<file path="src/rtl/raster_pkg.sv">
package raster_pkg;
  localparam int WORD_W  = 32;
  localparam int SYNC_W  = 8;
  localparam int PORCH_W = 12;
  localparam int SIZE_W  = 16;
  localparam int BP_LSB  = SYNC_W;
  localparam int FP_LSB  = BP_LSB + PORCH_W;
  localparam int CNT_W   = SIZE_W + 2;
  localparam int N_AXES  = 2;

  typedef struct packed {
    logic [SYNC_W-1:0]  sync;
    logic [PORCH_W-1:0] back;
    logic [SIZE_W-1:0]  active;
    logic [PORCH_W-1:0] front;
  } axis_cfg_t;

  function automatic axis_cfg_t unpack_axis(input logic [WORD_W-1:0] tw,
                                            input logic [SIZE_W-1:0] sz);
    axis_cfg_t c;
    c.sync   = tw[SYNC_W-1:0];
    c.back   = tw[BP_LSB +: PORCH_W];
    c.front  = tw[FP_LSB +: PORCH_W];
    c.active = sz;
    return c;
  endfunction
endpackage

</file>
<file path="src/rtl/raster_axis.sv">
module raster_axis
  import raster_pkg::*;
(
  input  axis_cfg_t        cfg,
  input  logic [CNT_W-1:0] cnt,
  output logic             in_sync,
  output logic             in_active,
  output logic             is_last,
  output logic [SIZE_W-1:0] offset
);
  logic [CNT_W-1:0] sync_end, act_lo, act_hi, total;

  always_comb begin
    sync_end  = CNT_W'(cfg.sync);
    act_lo    = sync_end + CNT_W'(cfg.back);
    act_hi    = act_lo + CNT_W'(cfg.active);
    total     = act_hi + CNT_W'(cfg.front);
    in_sync   = cnt < sync_end;
    in_active = (cnt >= act_lo) && (cnt < act_hi);
    is_last   = cnt == (total - CNT_W'(1));
    offset    = in_active ? SIZE_W'(cnt - act_lo) : '0;
  end
endmodule

</file>
<file path="src/rtl/raster_seq.sv">
module raster_seq #(
  parameter int CNT_W = 18
) (
  input  logic             clk,
  input  logic             rst_n,
  input  logic             enable,
  input  logic             hold,
  input  logic             h_last,
  input  logic             v_last,
  output logic             running,
  output logic             load,
  output logic [CNT_W-1:0] h_cnt,
  output logic [CNT_W-1:0] v_cnt
);
  logic frame_end;

  assign frame_end = running && h_last && v_last;
  assign load      = enable && !hold && (!running || frame_end);

  always_ff @(posedge clk) begin
    if (!rst_n || !enable) begin
      running <= 1'b0;
      h_cnt   <= '0;
      v_cnt   <= '0;
    end else if (load) begin
      running <= 1'b1;
      h_cnt   <= '0;
      v_cnt   <= '0;
    end else if (frame_end) begin
      running <= 1'b0;
      h_cnt   <= '0;
      v_cnt   <= '0;
    end else if (running) begin
      if (h_last) begin
        h_cnt <= '0;
        v_cnt <= v_cnt + CNT_W'(1);
      end else begin
        h_cnt <= h_cnt + CNT_W'(1);
      end
    end
  end
endmodule

</file>
<file path="src/rtl/raster_timer.sv">
module raster_timer
  import raster_pkg::*;
(
  input  logic              clk,
  input  logic              rst_n,
  input  logic              enable,
  input  logic              halt_en,
  input  logic              halt_req,
  input  logic [WORD_W-1:0] h_timing,
  input  logic [WORD_W-1:0] v_timing,
  input  logic [WORD_W-1:0] panel_size,
  input  logic              pix_valid,
  output logic              pix_ready,
  output logic              hsync,
  output logic              vsync,
  output logic              de,
  output logic [SIZE_W-1:0] pos_x,
  output logic [SIZE_W-1:0] pos_y,
  output logic              vsync_evt,
  output logic              underflow
);
  axis_cfg_t         cfg_q [N_AXES];
  axis_cfg_t         cfg_d [N_AXES];
  logic [CNT_W-1:0]  cnt_w [N_AXES];
  logic [SIZE_W-1:0] off_w [N_AXES];
  logic [N_AXES-1:0] sync_w, act_w, last_w;
  logic              running, load;

  assign cfg_d[0] = unpack_axis(h_timing, panel_size[SIZE_W-1:0]);
  assign cfg_d[1] = unpack_axis(v_timing, panel_size[2*SIZE_W-1:SIZE_W]);

  raster_seq #(.CNT_W(CNT_W)) u_seq (
    .clk     (clk),
    .rst_n   (rst_n),
    .enable  (enable),
    .hold    (halt_en && halt_req),
    .h_last  (last_w[0]),
    .v_last  (last_w[1]),
    .running (running),
    .load    (load),
    .h_cnt   (cnt_w[0]),
    .v_cnt   (cnt_w[1])
  );

  for (genvar a = 0; a < N_AXES; a++) begin : g_axis
    always_ff @(posedge clk) begin
      if (!rst_n)    cfg_q[a] <= '0;
      else if (load) cfg_q[a] <= cfg_d[a];
    end

    raster_axis u_axis (
      .cfg       (cfg_q[a]),
      .cnt       (cnt_w[a]),
      .in_sync   (sync_w[a]),
      .in_active (act_w[a]),
      .is_last   (last_w[a]),
      .offset    (off_w[a])
    );
  end

  always_comb begin
    hsync     = running && sync_w[0];
    vsync     = running && sync_w[1];
    de        = running && act_w[0] && act_w[1];
    pos_x     = de ? off_w[0] : '0;
    pos_y     = de ? off_w[1] : '0;
    vsync_evt = running && (cnt_w[0] == '0) && (cnt_w[1] == '0);
    pix_ready = de;
    underflow = de && !pix_valid;
  end
endmodule

</file>
<file path="config.mk">
export PLATFORM = sky130hd
export DESIGN_NAME = raster_timer
export DESIGN_NICKNAME = d
export VERILOG_FILES = /design/src/rtl/raster_pkg.sv /design/src/rtl/raster_axis.sv /design/src/rtl/raster_seq.sv /design/src/rtl/raster_timer.sv
export SDC_FILE = /design/constraint.sdc
export NUM_CORES = 1
export LEC_CHECK = 0
export BUFFER_PORTS_ARGS = -buffer_cell sky130_fd_sc_hd__buf_2
export CAP_MARGIN = 10
export CORE_MARGIN = 3
export CORE_UTILIZATION = 35
export DETAILED_ROUTE_END_ITERATION = 8
export GPL_TIMING_DRIVEN = 0
export SLEW_MARGIN = 20
export SYNTH_ARGS = -nofsm -noshare
export SYNTH_HDL_FRONTEND = slang
export SYNTH_SLANG_ARGS = --single-unit
</file>
<file path="constraint.sdc">
create_clock -name clk -period 8.6 [get_ports clk]
set_clock_uncertainty 0.1 [all_clocks]
set_input_delay 0 -clock clk [delete_from_list [all_inputs] [get_ports clk]]
set_output_delay 0 -clock clk [all_outputs]
set_load 0.1 [all_outputs]
</file>
Word level (Yosys, flattened, before mapping) --
Memory sizes are Yosys's and may differ from the RTL's. Index checks and enable logic that the tools add are counted.
Storage, ports and cells: register bits 37, memory bits (writable) 96, output and inout bits 38, logic and storage cells 65, memories kept 1
Cells by class: add/sub/neg operators 12, magnitude comparators 6, eq/ne operators 2, muxes and demuxes 13, bitwise operators 2, reductions and logical operators 26
Memory list:
- cfg_q | depth 2, width 48, rd ports 2, clocked after memory_dff 0, wr ports 2, line raster_timer.sv:22 | axis_cfg_t cfg_q [N_AXES];
Operator list (count):
- $mux 48 | 2
- $mux 16 | 4
- $add 18x1->18 const B | 2
- $add 18x12->18 | 2
- $add 18x16->18 | 2
- $eq 18x18->1 | 2
- $ge 18x13->1 | 2
- $logic_not 18->1 | 2
- $lt 18x18->1 | 2
- $lt 18x8->1 | 2
- $sub 18x1->18 const B | 2
- $sub 16x16->16 | 2
- $add 8x12->13 | 2
- $mux 18 | 1
- $logic_and 1x1->1 | 14
- $mux 1 | 6
- $logic_not 1->1 | 5
- $reduce_or 3->1 | 1
- $logic_or 1x1->1 | 2
- $or 1x1->1 | 2
- $reduce_and 2->1 | 1
- $reduce_bool 2->1 | 1

Logic depth before layout (Yosys ltp) --
An unclocked memory read counts as a cell.
depth after elaboration 14, mapped depth 34, depth with buffers taken out 32

Modules after synthesis --
From an unflattened synthesis, not the netlist that was laid out.
Unflattened totals: cell total of the unflattened synthesis 1480, area total of the unflattened synthesis 13155.1 um2
By module, submodules not included:
- raster_timer | instances 1, cells each 269, area each 4022.6 um2, sequential area each 2882.8 um2
- raster_axis (g_axis[1].u_axis) | instances 1, cells each 511, area each 3767.4 um2, sequential area each 0.0 um2
- raster_axis (g_axis[0].u_axis) | instances 1, cells each 502, area each 3654.8 um2, sequential area each 0.0 um2
- raster_seq | instances 1, cells each 198, area each 1710.4 um2, sequential area each 740.7 um2

Worst setup path before layout --
No wires, ideal clock.
path type register to register, from memory cfg_q[1][29] (netlist bit), to memory cfg_q[0][0] (netlist bit) (enable), setup time 0.459 ns, arrival 7.649 ns, required time 8.041 ns, path slack 0.392 ns, cell stages (with the launch flop) 29, period minus slack after synthesis 8.208 ns, path through edfxtp_1 ha_1 a21o_1 a21oi_1 o21bai_1 a21oi_1 o21bai_1 a21oi_1 nor2b_1 o21ai_0 xnor2_1 ha_1 and2_1 a221o_1 a31oi_1 xnor2_1 xnor2_1 ha_1 clkbuf_1 a21oi_1 nand3_1 nand2_1 mux4_2 a2111o_1 nor4_1 and4_1 a31o_2 nand3_1 nand2_1
RTL lines (line):
- start, declared | raster_timer.sv:22

==> metrics.txt <==
status completed; ANT nets after route 0; syn_area_per_cell around 9 µm²; fin crit share just over 90%; clock slew at reported path FFs approximately 70 ps; die width 195 µm; CTS buffer count 17; Placed Cells approximately 2000; detailed placement HPWL roughly 28000 µm; DRC 0; RSZ-0062 raised after global routing false; antenna cell count 0; Distinct cells, synth 83; final non-filler cell total approximately 2100; f_max about 0.13 GHz; share of layout cells above drive strength 1 between 10% and 20%; first-pass GRT wire length between 50000 and 60000 µm; Least-Margin Pin Slew between 700 and 800 ps; crit path kind reg2reg; Worst Path Max Fanout 19; GP Congestion about 0.88; row cnt a little under 70; flops & latches, synth ~130; Final Cell Area 15400 µm²; htree depth 4; die span in y just under 200 µm; CTS tree done; die area between 30000 and 40000 µm²; TritonRoute pass-1 iters 5; DR vias 10856; port buffer count 139; Async S/R FF share, synth 0%; Hold Crit Class in2reg; Initial Util a little over a third; CP endpoint kind flip-flop; final worst slack 614 ps; Mapped Cells around 1400; Max-Slew Margin vs Limit between 40% and 50%; CP dominant cell by count a21oi_1; fin crit period between 7000 and 8000 ps; drt wl/cell roughly 16 µm; drt total wl around 35000 µm; clock root cell clkbuf_16; final net count 1940; Max rail drop VDD about 0.14 mV; static leakage around 7 nW; Area Growth Syn to Fin 23.6%; # fillers roughly 3300; Placed Area 13800 µm²; Critical-path top delay cell ha_1; Iteration-0 DRC Markers roughly 700; Fin. Hold Viols 0; power density over the cells 226 nW/µm²; CTS Buffer Depth 2; Crit path largest cell delay about 450 ps; CP Launch Type flip-flop; Core ar. around 35000 µm²; final core utilization 44.3%; # IOs 140; vias in the first global route 10508; initial antenna violation count 0; Tot GR Track Use between 10% and 20%; WP data arrival 8180 ps; Post-Syn Nets approximately 1700; via/cell ratio ~5.1; clk sink count ~130; pre-CTS setup slack 37.5 ps; final setup vio count 0; Skew-Pair Late Insertion Delay about 430 ps; Synth Cell Area approximately 12000 µm²; max-cap violations 0; number of flops mapped to enable cells by yosys 96; ys flop type edfxtp_1; yosys warns 0; GRT overflow 0; sequential share of the synthesized area just under 30%; largest net degree at the start of global routing 50; final max-slew violation count 0; CP required a little under 9000 ps
synth_stat cells (12+ instances only):
cell	number	area share, %
a21o_1	50	3.0
a21oi_1	80	3.2
a31oi_1	12	0.60
and2_1	102	5.1
clkbuf_1	32	0.96
dfxtp_1	37	5.9
edfxtp_1	96	23
ha_1	163	16
inv_1	157	4.7
nand2_1	69	2.1
nand2b_1	19	0.95
nand3_1	29	1.2
nand4_1	21	1.1
nor2_1	100	3.0
nor2b_1	16	0.80
nor3_1	32	1.3
nor4_1	16	0.80
o21ai_0	41	1.6
o21bai_1	17	1.0
xnor2_1	103	7.2
xor2_1	51	3.6
worst paths after layout:
check        cells after the start             end      startpoint  slack, ps
max                             32     cfg_q[0][1]    cfg_q[1][29]        610
min                              2    cfg_q[1][27]           rst_n         90
max reg2reg                     32     cfg_q[0][1]    cfg_q[1][29]        610
min reg2reg                      2  u_seq.h_cnt[0]  u_seq.h_cnt[0]        430
cells by family (layout without fill, tap and decap cells):
| group | count (synthesis) | count (layout) | share of synthesized area [%] |
|---|---|---|---|
| DFF | 133 | 133 | 29.1 |
| AOI/OAI and AO/OA | 285 | 285 | 15.5 |
| xor gates and xnor gates | 156 | 156 | 11.2 |
| buffers and inverters | 200 | 468 | 6.29 |
| muxes | 6 | 6 | 0.602 |
| adders and majority gates | 172 | 172 | 17.7 |
| and+or+nand+nor | 460 | 460 | 19.7 |
flip-flops by register name (all words and copies together), names as in the netlist:
| register | flops |
|---|---|
| u_seq.h_cnt | 18 |
| cfg_q | 96 |
| u_seq.v_cnt | 18 |
| u_seq.running | 1 |
cell usage in the layout, fill, tap and decap left out, drive strengths merged, types with 10 or more instances in the layout:
cell type    Yosys  routed
a211oi          10      10
a21o            50      50
a21oi           83      83
a31oi           12      12
and2           102     102
and3            10      10
buf              9     149
clkbuf          33      48
dfxtp           37      37
dlygate4sd3      0      98
edfxtp          96      96
ha             163     163
inv            158     161
nand2           70      70
nand2b          19      19
nand3           30      30
nand4           21      21
nor2           103     103
nor2b           16      16
nor3            37      37
nor4            18      18
o21ai           47      47
o21bai          17      17
xnor2          103     103
xor2            51      51
through the flow:
step                      hold WS, ps  power (W)  TNS (ps)
final                            85.5    0.00348         0
after detailed placement          122    0.00258         0
after global placement            107    0.00257   -158210
after CTS                         207    0.00346         0
after global routing              146    0.00374         0
after floorplan                  2.44    0.00218         0
repair_timing:
action                                 4_1_cts  5_1_grt
setup buffers                                0        0
hold buffers                                98        0
resized for setup                            0        7
setup endpoints to repair                    3      134
endpoints found under the hold margin       97        0
layout make-up:
class / instances / area, µm² / share of cell area (%)
tap: 455 / 569 / 3.69
buffer: 40 / 191 / 1.24
clock inverter: 15 / 228 / 1.48
multi-input combinational: 1079 / 8080 / 52.4
timing repair buffer: 238 / 1700 / 11.1
clock buffer: 17 / 425 / 2.76
sequential: 133 / 3620 / 23.5
inverter: 158 / 593 / 3.85
worst max-delay path: cells and delay by family (launching register included):
family	cells	cell delay, ps
DFF	1	400
buffers and inverters	3	700
and+or+nand+nor	9	1810
xor gates and xnor gates	2	580
AOI/OAI and AO/OA	15	3140
adders and majority gates	3	1120
layer usage:
metal	vias to the layer above	global-route usage [%]	wire (µm)
met3	46	2.77	1590
met5	-	0	0
li1	5457	-	-
met1	5075	25.7	16900
met4	0	5.23	775
met2	278	29.5	16000
power by group:
group | leakage [nW] | switching [W] | internal, W
logic | 5.34 | 0.00111 | 0.000793
clock network | 0.314 | 0.000312 | 0.000517
registers | 1.32 | 0.0000183 | 0.000729
No activity file was read; power rests on OpenSTA's default activity.
